$ cat src/rtl/tmr_presc_unit.sv
module tmr_presc_unit #(
  parameter int CNT_W = 8,
  parameter int PS_W  = 8,
  parameter int WDT_W = 8
) (
  input  logic             clk,
  input  logic             rst_n,
  input  logic             cyc_en,
  input  logic             ext_pin,
  input  logic             wdt_tick,
  input  logic             wdt_clr,
  input  logic             cnt_we,
  input  logic             mode_we,
  input  logic [CNT_W-1:0] wr_data,
  output logic [CNT_W-1:0] cnt_q,
  output logic             ovf_pulse,
  output logic             wdt_timeout
);
  localparam int RS_W   = $clog2(PS_W);
  localparam int MODE_W = RS_W + 3;
  localparam int B_ASG  = RS_W;
  localparam int B_EDGE = RS_W + 1;
  localparam int B_SRC  = RS_W + 2;

  logic [MODE_W-1:0] mode_r;
  logic [PS_W-1:0]   ps_r;
  logic [WDT_W-1:0]  wdt_r;
  logic [1:0]        inh_r;
  logic              pin_d;

  wire [RS_W-1:0] code    = mode_r[RS_W-1:0];
  wire            asg_wdt = mode_r[B_ASG];
  wire            fall    = mode_r[B_EDGE];
  wire            use_pin = mode_r[B_SRC];

  wire [PS_W:0] m_full = ({{PS_W{1'b0}}, 1'b1} << ({1'b0, code} + 1'b1)) - {{PS_W{1'b0}}, 1'b1};
  wire [PS_W-1:0] m_cnt = m_full[PS_W-1:0];
  wire [PS_W-1:0] m_wdt = m_full[PS_W:1];

  wire pin_evt = fall ? (pin_d & ~ext_pin) : (~pin_d & ext_pin);
  wire cnt_evt = (inh_r == 2'd0) && (use_pin ? pin_evt : cyc_en);
  wire ps_hit  = asg_wdt ? ((ps_r & m_wdt) == m_wdt) : ((ps_r & m_cnt) == m_cnt);
  wire ps_evt  = asg_wdt ? wdt_tick : cnt_evt;
  wire cnt_inc = cnt_evt && (asg_wdt || ps_hit);
  wire wdt_adv = wdt_tick && (!asg_wdt || ps_hit);

  always_ff @(posedge clk) begin
    if (!rst_n) begin
      mode_r <= '0;
      pin_d  <= 1'b0;
    end else begin
      pin_d <= ext_pin;
      if (mode_we) mode_r <= wr_data[MODE_W-1:0];
    end
  end

  always_ff @(posedge clk) begin
    if (!rst_n)
      inh_r <= 2'd0;
    else if (cnt_we)
      inh_r <= 2'd2;
    else if (cyc_en && inh_r != 2'd0)
      inh_r <= inh_r - 2'd1;
  end

  always_ff @(posedge clk) begin
    if (!rst_n)
      ps_r <= '0;
    else if (cnt_we || (wdt_clr && asg_wdt))
      ps_r <= '0;
    else if (ps_evt)
      ps_r <= ps_r + 1'b1;
  end

  always_ff @(posedge clk) begin
    if (!rst_n) begin
      cnt_q     <= '0;
      ovf_pulse <= 1'b0;
    end else if (cnt_we) begin
      cnt_q     <= wr_data;
      ovf_pulse <= 1'b0;
    end else begin
      ovf_pulse <= cnt_inc && (&cnt_q);
      if (cnt_inc) cnt_q <= cnt_q + 1'b1;
    end
  end

  always_ff @(posedge clk) begin
    if (!rst_n || wdt_clr) begin
      wdt_r       <= '0;
      wdt_timeout <= 1'b0;
    end else begin
      wdt_timeout <= wdt_adv && (&wdt_r);
      if (wdt_adv) wdt_r <= wdt_r + 1'b1;
    end
  end
endmodule

$ cat config.mk
export PLATFORM = sky130hd
export DESIGN_NAME = tmr_presc_unit
export DESIGN_NICKNAME = d
export VERILOG_FILES = /design/src/rtl/tmr_presc_unit.sv
export SDC_FILE = /design/constraint.sdc
export NUM_CORES = 1
export LEC_CHECK = 0
export BUFFER_PORTS_ARGS = -buffer_cell sky130_fd_sc_hd__buf_2
export CAP_MARGIN = 20
export CORE_MARGIN = 2
export CORE_UTILIZATION = 36
export CTS_CLUSTER_DIAMETER = 80
export DETAILED_ROUTE_END_ITERATION = 8
export HOLD_SLACK_MARGIN = 0.02
export MAX_ROUTING_LAYER = met4
export PLACE_DENSITY_LB_ADDON = 0.08
export SLEW_MARGIN = 0
export SYNTH_ARGS = -nofsm -noshare
export SYNTH_HDL_FRONTEND = slang
export SYNTH_SLANG_ARGS = --single-unit
$ cat constraint.sdc
create_clock -name clk -period 5 [get_ports clk]
set_input_delay 0 -clock clk [delete_from_list [all_inputs] [get_ports clk]]
set_output_delay 0 -clock clk [all_outputs]
set_load 0.02 [all_outputs]
# Word-level counts from Yosys, hierarchy flattened
# Cells that the tools add are included.
# classes
eq_ne,2
n_bitwise,7
add_sub_neg,6
mux,8
n_shift,1
n_reduce_logical,21
# op_table
cell,count
adder 8 x 1 -> 8 bit (second input constant),3
AND 8 bit,2
== test 8 bit,2
2-to-1 mux 8 bit,2
AND reduction 8 bit,2
left shift 1 x 4 -> 9 bit (first input constant),1
subtractor 9 x 1 -> 9 bit (second input constant),1
logical AND 1 bit,7
nonzero test 2 bit,3
adder 3 x 1 -> 4 bit (second input constant),1
logical OR 1 bit,4
2-to-1 mux 1 bit,4
2-to-1 mux 2 bit,2
OR reduction 2 bit,2
inverter 1 bit,3
AND 1 bit,2
logical NOT 1 bit,2
logical NOT 2 bit,1
subtractor 2 x 1 -> 2 bit (second input constant),1
# word_totals
regBits,35
input_bits,16
elab_cells,54

# Depth between registers and ports, before layout
# logic_depth
ltp_word,10
depth_mapped,11

# Worst setup path after synthesis
# No wires, ideal clock.
# synth_timing
path_type,reg-to-reg
start,register mode_r[1]
end,register wdt_r[1]
synth_period_minus_slack_ns,2.569
path_buffers,3
setup_slack_ns,2.431
required_ns,4.876
setup_time_ns,0.124
stages_incl_launch_ff,12
arrival_ns,2.445
path_cell_list,dfxtp_1 > buf_2 > clkbuf_1 > or3_1 > ha_1 > nand2b_1 > a2111oi_0 > a21oi_1 > a32oi_2 > buf_4 > mux2i_1 > nor2_1
# synth_via
elab_chain_cells,8
elab_cells_between_ends,10
# synth_lines
element,line,rtl
from (decl),25,logic [MODE_W-1:0] mode_r;
from (signal assigned),53,if (mode_we) mode_r <= wr_data[MODE_W-1:0];
adder 3 x 1 -> 4 bit (*),36,"wire [PS_W:0] m_full = ({{PS_W{1'b0}}, 1'b1} << ({1'b0, code} + 1'b1)) - {{PS_W{1'b0}}, 1'b1};"
left shift 1 x 4 -> 9 bit (*),36,
subtractor 9 x 1 -> 9 bit (*),36,
AND 8 bit,42,wire ps_hit = asg_wdt ? ((ps_r & m_wdt) == m_wdt) : ((ps_r & m_cnt) == m_cnt);
== test 8 bit,42,
2-to-1 mux 1 bit (*),42,
logical OR 1 bit (*),45,wire wdt_adv = wdt_tick && (!asg_wdt || ps_hit);
logical AND 1 bit (*),45,
to (signal assigned),94,if (wdt_adv) wdt_r <= wdt_r + 1'b1;
to (decl),27,logic [WDT_W-1:0] wdt_r;
# Every way passes the cells marked *; elsewhere a longest branch is shown, timed or not.
# A chain may end at the register's enable or synchronous reset.

# Worst setup path after layout
# Ends and elaborated chain as after synthesis.

==> results.cfg <==
[route]
routed_wl_um = 4440
firstDrtPassIters = 4
drt_iter0_drc = 157
vias = 1731
vias_per_cell = 5.28
routedWlPerCell_um = 13.5
antenna_left = 0
drc = 0

[grt]
grt_usage_pct = 16.7
grt_pass1_vias = 1662
overflow = 0
grt_pass1_wl_um = 7900
antenna_found_initial = 0
grt_max_degree = 22

[synth]
syn_area_um2 = 1940
syn-instance-count = 228
synth_edf_count = 0
synth_flop_cell = dfxtp_1
synth_cell_type_count = 50
syn-num-nets = 249
yosys_warnings = 0
synth_top_cells_by_area = dfxtp_1 (36%), mux2i_1 (4.7%), o21ai_0 (3.6%)
synthDominantCellAreaShare_pct = 36.2
ys_seq_area_share_pct = 36.2
syn_avg_cell_area_um2 = 8.49
async_flop_share_pct = 0
synth_top_area_cell = dfxtp_1
yosys_register_bits = 35

[clock_tree]
h-tree-depth = 2
clk_path_buf_depth = 2
insertion_delay_ns = 0.29
ctsResizeCount = 0
hold_buffers = 8
cts_buffers = 5
clk_pin_slew_ns = 0.07
cts_num_sinks = 35
cts_tree = yes
post_cts_buffers = 0
cts-root-buf = clkbuf_8

[setup_path]
crit_type = flop to flop
worstSetupEndpointType = flop
path_max_fanout = 17
worstPathArrival_ns = 3.03
regToRegSetupSlack_ns = 2.14
critPathRequiredTime_ns = 5.17
crit_path_start_kind = flop

[final_layout]
diodes = 0
utilization_pct = 44.7
syn2layout_area_growth_pct = 18.7
design_area_um2 = 2300
drive_above_1_share_pct = 15.5
fin_nets = 278

[sta]
worst_pin_slew_ns = 0.646
fmax_mhz = 350
finalCritPeriodShare_pct = 57.2
slew_headroom_pct = 56.9
setup_viol = 0
final.min_clock_period_ns = 2.86
rsz0062_at_grt = false
hold_violations = 0
drv_slew = 0
tns_ns = 0
finalClockSkew_ns = 0.00481

[power_and_ir_drop]
powerDensity_nw_per_um2 = 288
power_leakage_nw = 0.868
total_power_w = 0.000662
peakVddDrop_mv = 0.136

[floorplanning]
start_util_pct = 37.7
die_x_um = 77.3
core-area_um2 = 5140
pin_count = 26
dieArea_um2 = 5980
rows = 26
die_y_um = 77.3

[place]
numPortBuffers = 25
gp_congestion = 0.854
placed_area_um2 = 2100
dp_hpwl_um = 3120

[outcome]
status = completed

[hold_path]
hp-class = input port to flop

[flow_run]
cap_violations = 0
worst max-delay path, cell delays in order (launching register included):
cell	delay (ns)
dfxtp_1	0.64
or3_1	0.19
ha_1	0.30
or4b_1	0.50
a21oi_1	0.17
nor2_1	0.07
a32oi_2	0.57
mux2i_1	0.25
nor2_1	0.05
synthesized netlist by cell type (all sizes together), types with 4 or more instances:
cell type	n
a21oi	10
or3	7
dfxtp	35
nand2	18
nor3	7
nor2	14
a31oi	5
clkbuf	8
ha	5
xor2	7
and2	4
nand2b	7
nor2b	11
nand3	10
nand4	7
inv	7
o21ai	16
mux2i	9
per-stage QoR:
stage | cells | setup WS [ns] | hold WS, ns
finish | 328 | 2.14 | 0.0291
global route | 328 | 1.86 | 0.0393
CTS | 328 | 2.17 | 0.0250
detailed placement | 312 | 2.19 | 0.239
global placement | 312 | 2.22 | 0.234
floorplan | 228 | 2.43 | 0.122
where the power goes:
part / switching [W] / internal [W] / leakage [nW] / total [W]
sequential: 0.0000149 / 0.000289 / 0.286 / 0.000304
clock: 0.000105 / 0.000161 / 0.0612 / 0.000267
combinational: 0.0000499 / 0.0000409 / 0.520 / 0.0000908
total: 0.000170 / 0.000491 / 0.868 / 0.000662
path summary, 6_finish.rpt:
kind             start        to  cells after the start
min reg2reg   wdt_r[5]  wdt_r[5]                      2
max          mode_r[1]  wdt_r[1]                      8
max reg2reg  mode_r[1]  wdt_r[1]                      8
min            wdt_clr  wdt_r[5]                      4
routing by layer:
layer	GRT usage (%)	vias up	wire length [um]
li1	-	881	-
met1	21.4	804	2110
met2	26.1	37	2050
met3	3.65	9	209
met4	5.89	0	72
met5	-	-	0
flip-flops by register name, indices dropped and copies added, names as in the netlist:
name / cells
cnt_q: 8
ps_r: 8
wdt_r: 8
mode_r: 6
inh_r: 2
ovf_pulse: 1
pin_d: 1
wdt_timeout: 1
cells in the final DEF, fill, tap and decap left out, drive strengths merged, types with 8 or more instances in the layout:
master and instances:
nand2 18, o21ai 16, nor2b 11, dlygate4sd3 8
buf 25, mux2i 9, a21oi 10, nor2 14
nand3 10, dfxtp 35
area by class of cell:
class                   instances  area, um^2
well taps                      70        87.6
inverters                       7        26.3
flip-flops and latches         35         701
clock inverters                 2        35.0
fillers                       562        2840
repair buffers                 33         205
multi-input cells             175        1160
clock buffers                   6        82.6
cell families (layout without fill, tap and decap cells):
logic type               count (synthesis)  count (layout)  share of synthesized area [%]
AO/OA/AOI/OAI                           52              52                           19.2
XOR/XNOR                                 9               9                           4.07
adder cells (fa/ha/maj)                  5               5                           3.23
buffers and inverters                   18              48                           3.81
flip-flops                              35              35                           36.2
multiplexers                            10              10                           5.24
other                                    1               1                          0.194
AND/OR/NAND/NOR                         98              98                           28.1
Note: power is estimated with default switching activity, not from simulation.
